==> src/rtl/fs_pkg.sv <==
package fs_pkg;

  typedef enum logic [3:0] {
    ST_IDLE,
    ST_BPIN,
    ST_BPOUT,
    ST_TIN,
    ST_TOUT,
    ST_FPIX,
    ST_TFRM,
    ST_RATIO,
    ST_MPIX,
    ST_TMRG,
    ST_SUB,
    ST_CNT,
    ST_LINE
  } fs_state_e;

  localparam int unsigned MARGIN_SHORT = 5;
  localparam int unsigned MARGIN_LONG  = 12;
  localparam int unsigned RATIO_LIMIT  = 2;

endpackage

==> src/rtl/fs_timing_sum.sv <==
module fs_timing_sum #(
  parameter int unsigned TW = 16
) (
  input  logic [TW-1:0] sync_len,
  input  logic [TW-1:0] porch_back,
  input  logic [TW-1:0] active_len,
  input  logic [TW-1:0] porch_front,
  output logic [TW+1:0] total,
  output logic [TW:0]   lead
);

  always_comb begin
    lead  = {1'b0, sync_len} + {1'b0, porch_back};
    total = {1'b0, lead} + {2'b00, active_len} + {2'b00, porch_front};
  end

endmodule

==> src/rtl/fs_mul.sv <==
module fs_mul #(
  parameter int unsigned W = 64
) (
  input  logic         clk,
  input  logic         rst_n,
  input  logic         go,
  input  logic [W-1:0] op_a,
  input  logic [W-1:0] op_b,
  output logic         busy,
  output logic         done,
  output logic [W-1:0] prod
);

  logic [W-1:0] acc_q, acc_d;
  logic [W-1:0] mc_q, mc_d;
  logic [W-1:0] mp_q, mp_d;
  logic         busy_q, busy_d;
  logic         done_q, done_d;

  always_comb begin
    acc_d  = acc_q;
    mc_d   = mc_q;
    mp_d   = mp_q;
    busy_d = busy_q;
    done_d = 1'b0;
    if (!busy_q) begin
      if (go) begin
        acc_d  = '0;
        mc_d   = op_a;
        mp_d   = op_b;
        busy_d = 1'b1;
      end
    end else if (mp_q == '0) begin
      busy_d = 1'b0;
      done_d = 1'b1;
    end else begin
      if (mp_q[0]) acc_d = acc_q + mc_q;
      mc_d = mc_q << 1;
      mp_d = mp_q >> 1;
    end
  end

  always_ff @(posedge clk or negedge rst_n) begin
    if (!rst_n) begin
      acc_q  <= '0;
      mc_q   <= '0;
      mp_q   <= '0;
      busy_q <= 1'b0;
      done_q <= 1'b0;
    end else begin
      acc_q  <= acc_d;
      mc_q   <= mc_d;
      mp_q   <= mp_d;
      busy_q <= busy_d;
      done_q <= done_d;
    end
  end

  assign busy = busy_q;
  assign done = done_q;
  assign prod = acc_q;

  // each multiply step consumes at least one multiplier bit
  mul_progress_chk: assert property (@(posedge clk) disable iff (!rst_n)
    (busy_q && (mp_q != '0)) |=> (mp_q < $past(mp_q)));

endmodule

==> src/rtl/fs_div.sv <==
module fs_div #(
  parameter int unsigned W = 64
) (
  input  logic         clk,
  input  logic         rst_n,
  input  logic         go,
  input  logic [W-1:0] num,
  input  logic [W-1:0] den,
  output logic         busy,
  output logic         done,
  output logic [W-1:0] quo,
  output logic [W-1:0] rem
);

  localparam int unsigned CW = $clog2(W) + 1;
  localparam logic [CW-1:0] LAST = CW'(W - 1);

  logic [W-1:0]  rem_q, rem_d;
  logic [W-1:0]  quo_q, quo_d;
  logic [W-1:0]  den_q, den_d;
  logic [CW-1:0] cnt_q, cnt_d;
  logic          busy_q, busy_d;
  logic          done_q, done_d;
  logic [W:0]    trial;

  always_comb begin
    rem_d  = rem_q;
    quo_d  = quo_q;
    den_d  = den_q;
    cnt_d  = cnt_q;
    busy_d = busy_q;
    done_d = 1'b0;
    trial  = {rem_q, quo_q[W-1]};
    if (!busy_q) begin
      if (go) begin
        rem_d  = '0;
        quo_d  = num;
        den_d  = den;
        cnt_d  = '0;
        busy_d = 1'b1;
      end
    end else begin
      if (trial >= {1'b0, den_q}) begin
        rem_d = W'(trial - {1'b0, den_q});
        quo_d = {quo_q[W-2:0], 1'b1};
      end else begin
        rem_d = trial[W-1:0];
        quo_d = {quo_q[W-2:0], 1'b0};
      end
      cnt_d = cnt_q + 1'b1;
      if (cnt_q == LAST) begin
        busy_d = 1'b0;
        done_d = 1'b1;
      end
    end
  end

  always_ff @(posedge clk or negedge rst_n) begin
    if (!rst_n) begin
      rem_q  <= '0;
      quo_q  <= '0;
      den_q  <= '0;
      cnt_q  <= '0;
      busy_q <= 1'b0;
      done_q <= 1'b0;
    end else begin
      rem_q  <= rem_d;
      quo_q  <= quo_d;
      den_q  <= den_d;
      cnt_q  <= cnt_d;
      busy_q <= busy_d;
      done_q <= done_d;
    end
  end

  assign busy = busy_q;
  assign done = done_q;
  assign quo  = quo_q;
  assign rem  = rem_q;

  // the divider retires one quotient bit per busy cycle
  div_count_chk: assert property (@(posedge clk) disable iff (!rst_n)
    busy_q |=> (!busy_q || (cnt_q == $past(cnt_q) + 1'b1)));

endmodule

==> src/rtl/frame_start_calc.sv <==
module frame_start_calc
  import fs_pkg::*;
#(
  parameter int unsigned TW = 16,
  parameter int unsigned PW = 32
) (
  input  logic          clk,
  input  logic          rst_n,
  input  logic          start,
  input  logic [TW-1:0] in_hsync,
  input  logic [TW-1:0] in_hbp,
  input  logic [TW-1:0] in_hact,
  input  logic [TW-1:0] in_hfp,
  input  logic [TW-1:0] in_vsync,
  input  logic [TW-1:0] in_vbp,
  input  logic [TW-1:0] in_vact,
  input  logic [TW-1:0] in_vfp,
  input  logic [TW-1:0] out_hsync,
  input  logic [TW-1:0] out_hbp,
  input  logic [TW-1:0] out_hact,
  input  logic [TW-1:0] out_hfp,
  input  logic [TW-1:0] out_vsync,
  input  logic [TW-1:0] out_vbp,
  input  logic [TW-1:0] out_vact,
  input  logic [TW-1:0] out_vfp,
  input  logic [PW-1:0] in_period,
  input  logic [PW-1:0] out_period,
  output logic          busy,
  output logic          done,
  output logic [63:0]   start_line,
  output logic [63:0]   start_pix
);

  localparam int unsigned AW  = 64;
  localparam int unsigned NF  = 8;
  localparam int unsigned SW  = TW + 2;

  // reset: asserted asynchronously, released through two flops
  logic rst_s1, rst_s2, rst_n_i;
  always_ff @(posedge clk or negedge rst_n) begin
    if (!rst_n) begin
      rst_s1 <= 1'b0;
      rst_s2 <= 1'b0;
    end else begin
      rst_s1 <= 1'b1;
      rst_s2 <= rst_s1;
    end
  end
  assign rst_n_i = rst_s2;

  // captured timing: index 0..3 horizontal, 4..7 vertical
  logic [NF-1:0][TW-1:0] src_q, dst_q;
  logic [PW-1:0]         ipp_q, opp_q;
  logic                  cap_en;

  fs_state_e st_q, st_d;
  logic      go_q, go_d;
  logic      done_q, done_d;

  assign cap_en = (st_q == ST_IDLE) && start;

  always_ff @(posedge clk or negedge rst_n_i) begin
    if (!rst_n_i) begin
      src_q <= '0;
      dst_q <= '0;
      ipp_q <= '0;
      opp_q <= '0;
    end else if (cap_en) begin
      src_q <= {in_vfp, in_vact, in_vbp, in_vsync,
                in_hfp, in_hact, in_hbp, in_hsync};
      dst_q <= {out_vfp, out_vact, out_vbp, out_vsync,
                out_hfp, out_hact, out_hbp, out_hsync};
      ipp_q <= in_period;
      opp_q <= out_period;
    end
  end

  // raster totals and leading (sync + back porch) lengths
  logic [SW-1:0] ih_tot, iv_tot, oh_tot;
  logic [TW:0]   ih_lead, iv_lead, oh_lead, ov_lead;

  fs_timing_sum #(.TW(TW)) u_in_h (
    .sync_len(src_q[0]), .porch_back(src_q[1]),
    .active_len(src_q[2]), .porch_front(src_q[3]),
    .total(ih_tot), .lead(ih_lead));

  fs_timing_sum #(.TW(TW)) u_in_v (
    .sync_len(src_q[4]), .porch_back(src_q[5]),
    .active_len(src_q[6]), .porch_front(src_q[7]),
    .total(iv_tot), .lead(iv_lead));

  fs_timing_sum #(.TW(TW)) u_out_h (
    .sync_len(dst_q[0]), .porch_back(dst_q[1]),
    .active_len(dst_q[2]), .porch_front(dst_q[3]),
    .total(oh_tot), .lead(oh_lead));

  assign ov_lead = {1'b0, dst_q[4]} + {1'b0, dst_q[5]};

  // intermediate results
  logic [AW-1:0] bp_in_q, bp_out_q, t_in_q, t_out_q;
  logic [AW-1:0] fpix_q, t_frm_q, ratio_q, mpix_q, t_mrg_q;
  logic [AW-1:0] t_st_q, cnt_q, line_q, pix_q;
  logic [AW-1:0] sum_in, t_st_d;
  logic [AW-1:0] margin_lines;

  // shared arithmetic units
  logic          mul_go, mul_busy, mul_done;
  logic          div_go, div_busy, div_done;
  logic [AW-1:0] mul_a, mul_b, mul_p;
  logic [AW-1:0] div_n, div_dn, div_q, div_r;
  logic          in_mul_st, in_div_st;

  always_comb begin
    in_mul_st = 1'b0;
    in_div_st = 1'b0;
    case (st_q)
      ST_BPIN, ST_BPOUT, ST_TIN, ST_TOUT,
      ST_FPIX, ST_TFRM, ST_MPIX, ST_TMRG: in_mul_st = 1'b1;
      ST_RATIO, ST_CNT, ST_LINE:          in_div_st = 1'b1;
      default: ;
    endcase
  end

  assign mul_go = go_q && in_mul_st;
  assign div_go = go_q && in_div_st;

  // margin length chosen from the truncated active-line ratio
  assign margin_lines = (ratio_q <= AW'(RATIO_LIMIT)) ? AW'(MARGIN_SHORT)
                                                      : AW'(MARGIN_LONG);

  always_comb begin
    mul_a = '0;
    mul_b = '0;
    case (st_q)
      ST_BPIN:  begin mul_a = AW'(iv_lead); mul_b = AW'(ih_tot); end
      ST_BPOUT: begin mul_a = AW'(ov_lead); mul_b = AW'(oh_tot); end
      ST_TIN:   begin mul_a = bp_in_q;      mul_b = AW'(ipp_q);  end
      ST_TOUT:  begin mul_a = bp_out_q;     mul_b = AW'(opp_q);  end
      ST_FPIX:  begin mul_a = AW'(iv_tot);  mul_b = AW'(ih_tot); end
      ST_TFRM:  begin mul_a = fpix_q;       mul_b = AW'(ipp_q);  end
      ST_MPIX:  begin mul_a = margin_lines; mul_b = AW'(ih_tot); end
      ST_TMRG:  begin mul_a = mpix_q;       mul_b = AW'(ipp_q);  end
      default: ;
    endcase
  end

  always_comb begin
    div_n  = '0;
    div_dn = '0;
    case (st_q)
      ST_RATIO: begin div_n = AW'(src_q[6]); div_dn = AW'(dst_q[6]); end
      ST_CNT:   begin div_n = t_st_q;        div_dn = AW'(ipp_q);    end
      ST_LINE:  begin div_n = cnt_q;         div_dn = AW'(ih_tot);   end
      default: ;
    endcase
  end

  fs_mul #(.W(AW)) u_mul (
    .clk(clk), .rst_n(rst_n_i), .go(mul_go), .op_a(mul_a), .op_b(mul_b),
    .busy(mul_busy), .done(mul_done), .prod(mul_p));

  fs_div #(.W(AW)) u_div (
    .clk(clk), .rst_n(rst_n_i), .go(div_go), .num(div_n), .den(div_dn),
    .busy(div_busy), .done(div_done), .quo(div_q), .rem(div_r));

  // direct difference or wrap through one input frame
  assign sum_in = t_in_q + t_mrg_q;
  assign t_st_d = (sum_in > t_out_q) ? (sum_in - t_out_q)
                                     : (t_frm_q - (t_out_q - sum_in));

  // sequencer: next state
  always_comb begin
    st_d   = st_q;
    go_d   = 1'b0;
    done_d = 1'b0;
    case (st_q)
      ST_IDLE:  if (start)    begin st_d = ST_BPIN;  go_d = 1'b1; end
      ST_BPIN:  if (mul_done) begin st_d = ST_BPOUT; go_d = 1'b1; end
      ST_BPOUT: if (mul_done) begin st_d = ST_TIN;   go_d = 1'b1; end
      ST_TIN:   if (mul_done) begin st_d = ST_TOUT;  go_d = 1'b1; end
      ST_TOUT:  if (mul_done) begin st_d = ST_FPIX;  go_d = 1'b1; end
      ST_FPIX:  if (mul_done) begin st_d = ST_TFRM;  go_d = 1'b1; end
      ST_TFRM:  if (mul_done) begin st_d = ST_RATIO; go_d = 1'b1; end
      ST_RATIO: if (div_done) begin st_d = ST_MPIX;  go_d = 1'b1; end
      ST_MPIX:  if (mul_done) begin st_d = ST_TMRG;  go_d = 1'b1; end
      ST_TMRG:  if (mul_done) st_d = ST_SUB;
      ST_SUB:   begin st_d = ST_CNT; go_d = 1'b1; end
      ST_CNT:   if (div_done) begin st_d = ST_LINE;  go_d = 1'b1; end
      ST_LINE:  if (div_done) begin st_d = ST_IDLE;  done_d = 1'b1; end
      default:  st_d = ST_IDLE;
    endcase
  end

  always_ff @(posedge clk or negedge rst_n_i) begin
    if (!rst_n_i) begin
      st_q   <= ST_IDLE;
      go_q   <= 1'b0;
      done_q <= 1'b0;
    end else begin
      st_q   <= st_d;
      go_q   <= go_d;
      done_q <= done_d;
    end
  end

  // result capture, one enable per stage
  always_ff @(posedge clk or negedge rst_n_i) begin
    if (!rst_n_i) begin
      bp_in_q  <= '0;
      bp_out_q <= '0;
      t_in_q   <= '0;
      t_out_q  <= '0;
      fpix_q   <= '0;
      t_frm_q  <= '0;
      ratio_q  <= '0;
      mpix_q   <= '0;
      t_mrg_q  <= '0;
      t_st_q   <= '0;
      cnt_q    <= '0;
      line_q   <= '0;
      pix_q    <= '0;
    end else begin
      if (mul_done && st_q == ST_BPIN)  bp_in_q  <= mul_p + AW'(ih_lead);
      if (mul_done && st_q == ST_BPOUT) bp_out_q <= mul_p + AW'(oh_lead);
      if (mul_done && st_q == ST_TIN)   t_in_q   <= mul_p;
      if (mul_done && st_q == ST_TOUT)  t_out_q  <= mul_p;
      if (mul_done && st_q == ST_FPIX)  fpix_q   <= mul_p;
      if (mul_done && st_q == ST_TFRM)  t_frm_q  <= mul_p;
      if (div_done && st_q == ST_RATIO) ratio_q  <= div_q;
      if (mul_done && st_q == ST_MPIX)  mpix_q   <= mul_p;
      if (mul_done && st_q == ST_TMRG)  t_mrg_q  <= mul_p;
      if (st_q == ST_SUB)               t_st_q   <= t_st_d;
      if (div_done && st_q == ST_CNT)   cnt_q    <= div_q;
      if (div_done && st_q == ST_LINE) begin
        line_q <= div_q;
        pix_q  <= div_r;
      end
    end
  end

  assign busy       = (st_q != ST_IDLE);
  assign done       = done_q;
  assign start_line = line_q;
  assign start_pix  = pix_q;


  done_pulse_chk: assert property (@(posedge clk) disable iff (!rst_n_i)
    done_q |=> !done_q);


  out_hold_chk: assert property (@(posedge clk) disable iff (!rst_n_i)
    !done_q |-> ($stable(line_q) && $stable(pix_q)));


  cap_hold_chk: assert property (@(posedge clk) disable iff (!rst_n_i)
    (st_q != ST_IDLE) |=> ($stable(src_q) && $stable(dst_q) && $stable(ipp_q)));


  unit_idle_chk: assert property (@(posedge clk) disable iff (!rst_n_i)
    (st_q == ST_IDLE) |-> (!mul_busy && !div_busy));

endmodule

==> config.mk <==
export PLATFORM = sky130hd
export DESIGN_NAME = frame_start_calc
export DESIGN_NICKNAME = d
export VERILOG_FILES = /design/src/rtl/fs_pkg.sv /design/src/rtl/fs_timing_sum.sv /design/src/rtl/fs_mul.sv /design/src/rtl/fs_div.sv /design/src/rtl/frame_start_calc.sv
export SDC_FILE = /design/constraint.sdc
export NUM_CORES = 2
export LEC_CHECK = 0
export ABC_AREA = 0
export BUFFER_PORTS_ARGS = -buffer_cell sky130_fd_sc_hd__buf_2
export CORE_MARGIN = 4
export CORE_UTILIZATION = 56
export CTS_CLUSTER_SIZE = 25
export DETAILED_ROUTE_END_ITERATION = 6
export GPL_ROUTABILITY_DRIVEN = 0
export PLACE_DENSITY = 0.82
export RECOVER_POWER = 25
export REMOVE_ABC_BUFFERS = 1
export SLEW_MARGIN = 20
export SYNTH_ARGS = -nofsm -noshare
export SYNTH_HDL_FRONTEND = slang
export SYNTH_SLANG_ARGS = --single-unit
==> constraint.sdc <==
create_clock -name clk -period 43.3 [get_ports clk]
set_clock_uncertainty 0.15 [all_clocks]
set_input_delay 6.495 -clock clk [delete_from_list [all_inputs] [get_ports clk]]
set_output_delay 6.495 -clock clk [all_outputs]
set_load 0.03 [all_outputs]
# After elaboration in Yosys (flattened, before gate mapping)
# Index checks and enable logic that the tools add are counted.
[totals] register_bits=1539 in_bits=323 out_inout_bits=130 word_cells=179
[classes] n_addsub=19 magnitude_cmp=3 n_eq_ne=27 n_mux=54 bitwise_logic=1 reduce_logical=29
[ops] operator="64-bit two-way mux" n=16
[ops] operator="64-bit case mux with 8 select lines" n=1
[ops] operator="64-bit subtractor" n=4
[ops] operator="64-bit case mux with 3 select lines" n=1
[ops] operator="64-bit by 17-bit adder with 64-bit output" n=2
[ops] operator="64-bit adder" n=2
[ops] operator="32-bit case mux with 4 select lines" n=1
[ops] operator="32-bit case mux with 3 select lines" n=1
[ops] operator="16-bit by 16-bit adder with 17-bit output" n=4
[ops] operator="65-bit by 64-bit >= comparator with 1-bit output" n=1
[ops] operator="64-bit greater-than comparator" n=1
[ops] operator="64-bit by 2-bit less-or-equal comparator with 1-bit output, second input constant" n=1
[ops] operator="64-bit logical NOT" n=1
[ops] operator="17-bit by 16-bit adder with 18-bit output" n=3
[ops] operator="18-bit by 16-bit adder with 18-bit output" n=3
[ops] operator="4-bit two-way mux" n=13
[ops] operator="4-bit case mux with 13 select lines" n=1
[ops] operator="2-bit by 1-bit != test with 1-bit output, second input constant" n=12
[ops] operator="4-bit == test, second input constant" n=5
[ops] operator="1-bit two-way mux" n=17
[ops] operator="4-bit by 3-bit == test with 1-bit output, second input constant" n=4
[ops] operator="1-bit logical AND" n=14
[ops] operator="7-bit two-way mux" n=2
[ops] operator="12-bit AND reduction" n=1
[ops] operator="16 further kinds" n=22

# Longest topological paths before layout
[logic_depth] depth_word=6 ltp_mapped=28 depth_no_buf=28

# Hierarchy
# Synthesis repeated with hierarchy kept, for this count alone.
[unflattened] cells_unflattened=9231 hier_area_um2=92362.3
[modules_own_cells] module="frame_start_calc" instances=1 cells_per_inst=5803 area_each_um2=62533.7 seq_area_each_um2=28627.5
[modules_own_cells] module="fs_div" instances=1 cells_per_inst=1480 area_each_um2=12624.6 seq_area_each_um2=5029.8
[modules_own_cells] module="fs_mul" instances=1 cells_per_inst=1329 area_each_um2=11892.7 seq_area_each_um2=4854.7
[modules_own_cells] module="fs_timing_sum at u_in_h ..." instances=2 cells_per_inst=201 area_each_um2=1726.7 seq_area_each_um2=0.0
[modules_own_cells] module="fs_timing_sum at u_out_h" instances=1 cells_per_inst=217 area_each_um2=1858.0 seq_area_each_um2=0.0

# Worst setup path after synthesis
# Ideal clock, no wire load.
[synth_path] path_kind="in2reg" start="input port start" end="register src_q[32] (netlist bit)" setup_time_ns=0.125 arrival_time_ns=7.696 t_required_ns=43.025 setup_slack_ns=35.330 cell_stages=4 n_path_buf=2 path_cell_list="nand3_1 > clkbuf_1 > clkbuf_1 > mux2_2"
[synth_between] elab_chain_len=1
[synth_rtl] element="start: declaration" line="frame_start_calc.sv:9" rtl="input logic start,"
[synth_rtl] element="1-bit logical AND" line="frame_start_calc.sv:60" rtl="assign cap_en = (st_q == ST_IDLE) && start;"
[synth_rtl] element="end signal: assignment" line="frame_start_calc.sv:69" rtl="src_q <= {in_vfp, in_vact, in_vbp, in_vsync,"
[synth_rtl] element="end: declaration" line="frame_start_calc.sv:52" rtl="logic [NF-1:0][TW-1:0] src_q, dst_q;"
# Every way passes these cells.
# A chain may end at the register's enable or synchronous reset.

==> key figures <==
Clock tree
  – Htree depth: 4
  – Post-CTS setup buffers: 0
  – CTS root buffer: clkbuf_16
  – Clock Path Buffers: 3
  – Clk sinks: 1475
  – Hold Buf Count CTS: 0
  – Reg clk slew, reported paths: 60 ps
  – CTS tree: built
  – CTS buffer count: 158
  – Cts repair resizes: 0
  – Later-pin clock latency in the skew report: 800 ps

Route
  – Via Count: 70.0k
  – Routed WL: 245 mm
  – 1st-iter DRT viols: 7662
  – Final ANT Viol Nets: 0
  – Wire per inst: 22.3 µm
  – Drt pass-1 iters: 7
  – DRC viols: 34
  – DR vias/cell: 6.37

Worst hold path
  – Type of the worst min-delay path: flip-flop to flip-flop
  – Hold wc startpoint: rst_s1
  – Depth of the worst hold-timing path: 0
  – Hold EP: rst_n_i

STA
  – Tightest Pin Transition: 9440 ps
  – Fmax: 0.0746 GHz
  – Setup_tns: 0 ps
  – Final min period: around 13000 ps
  – RSZ-0062 raised after global routing: no
  – Fin crit share: 0.309
  – Final Hold Vio Count: 0
  – Slew HR: -5.29
  – Endpoints failing setup: 0
  – WHS: between 150 and 200 ps
  – Max Transition Viols Final: 1199

Critical path
  – RR Startpoint: rst_n_i
  – CP max FO: 180
  – Reg-to-reg endpoint: u_mul.prod[41]
  – Setup crit end kind: async pin
  – Reg2Reg Depth: 5
  – Reg-to-reg slack, setup: 29900 ps
  – WS Path Type: flip-flop to async pin
  – CP Data Required Time: about 44000 ps
  – Crit start category: flip-flop
  – CP arrival: 14060 ps

Place
  – Post-DP HPWL: 175 mm
  – Dpl cells: 10.7k
  – Input/output buffers: 436

Synth
  – Area share of the largest cell type after synthesis: 0.424
  – Area leader, netlist: dfrtp_1
  – Mean Syn Cell Area: roughly 10 µm²
  – EDFF count, synth: 0
  – Synth top area cells: dfrtp_1 (42%), mux2_2 (12%), ha_1 (6.2%)
  – Synth top cells by count: dfrtp_1 (1475), mux2_2 (945), nand2_1 (735)
  – Most common cell in the netlist: dfrtp_1
  – Cell variety after synth: between 90 and 100
  – Cells after Synth: 8612
  – Ys async rst share: 1.00
  – Post-synthesis sequential area ratio: 0.424
  – Warning count from the yosys run: 0
  – Mapped Area: about 0.087 mm²
  – Top FF cell, synth: dfrtp_1
  – Seq cells post-synth: about 1.5k

Floorplanning
  – Core area: ~0.15 mm²
  – Row cnt: 144
  – Io pins: between 400 and 500
  – Die extent in x: 402 µm
  – Initial Util: 0.565
  – Die Area: 0.162 mm²
  – Die extent in y: 402 µm

GRT
  – Vias in the first global route: slightly below 70k
  – Grt ovf: 0
  – Overall global routing resource usage: 0.293
  – Initial antenna violation count: 31
  – Largest net degree at the start of global routing: 181
  – Wire length of the first global-routing pass: 383 mm

Power and ir drop
  – Worst vdd ir: 38.8 µV
  – Static Leakage: 48.3 nW
  – PwrDens: 29.1 mW/mm²
  – Total power: 2.79 mW

Final layout
  – Share of cells above drive strength 1: 0.197
  – Fin nets: 9675
  – Biggest regs: src_q: 128 flops, dst_q: 112 flops
  – Largest Register: src_q
  – Max reg flops: around 130
  – Area Growth Syn to Fin: 10.2%
  – Non-Filler Instances: ~11k

Run
  – Max_cap viols: 21

Run status
  – Failing checks: design-rule violations, max-capacitance violations, max-slew violations
  – Run status: complete, but fails checks
[power breakdown]
group | internal [mW] | switching, mW | total [mW]
Combinational | 0.0110 | 0.0323 | 0.0433
Sequential | 1.38 | 0.000870 | 1.38
Clock | 0.797 | 0.574 | 1.37
Total | 2.19 | 0.607 | 2.79
[metal layers]
metal  GRT usage  routed length (µm)  up-vias
li1            -                   -    31300
met1       0.395               98200    34300
met2       0.458              111000     3603
met3      0.0664               23600      785
met4       0.126               11600       16
met5           0                 280        -
[final cells by class]
class | count | area [µm²]
multi-input combinational | 6140 | 46500
fill | 11900 | 58300
antenna | 23 | 57.6
sequential | 1475 | 36900
clock inverter | 55 | 636
inverter | 513 | 1930
clock buffer | 235 | 4660
timing repair buffer | 507 | 2670
tap | 2044 | 2560
[cell usage in the layout (no fill, tap or decap), types with 235 or more instances in the layout]
| master | instances |
|---|---|
| xor2_1 | 235 |
| nor2_1 | 406 |
| dfrtp_1 | 1475 |
| a21oi_1 | 528 |
| nand2_1 | 728 |
| buf_2 | 436 |
| xnor2_1 | 251 |
| inv_1 | 509 |
| o21ai_0 | 439 |
| ha_1 | 433 |
| mux2_2 | 942 |
[through the flow]
step	util	instance area (µm²)	setup slack [ps]
after detailed placement	0.588	90700	33300
final	0.622	96000	29900
after CTS	0.623	96000	34130
after global routing	0.622	95900	27460
after floorplan	-	85200	-1010
after global placement	0.588	90700	33350
[logic make-up after synthesis]
logic type                 count (synthesis)  share of synthesized area
AOI/OAI and AO/OA                       2264                      0.168
adders and majority gates                557                     0.0907
muxes                                    978                      0.126
other                                      1                  0.0000431
xor gates and xnor gates                 487                     0.0491
buffers and inverters                    997                     0.0435
and+or+nand+nor                         1853                     0.0988
DFF                                     1475                      0.424
[worst max-delay path by stage]
stage	from	endpoint	slack, ps	cells after the start
after detailed placement	start	src_q[92]	33300	5
after CTS	start	src_q[92]	34130	5
after global placement	start	src_q[74]	33350	5
after global routing	rst_n_i	bp_out_q[56]	27460	5
after floorplan	rst_n_i	bp_in_q[0]	-1010	0
final	rst_n_i	u_mul.prod[41]	29900	5
[critical path, cell delays in order (launching register included)]
cell and delay, ps:
dfrtp_1 1640, clkbuf_1 1610, clkbuf_1 6680, buf_4 1500
buf_4 880, buf_6 660
Note: power is estimated with default switching activity, not from simulation.
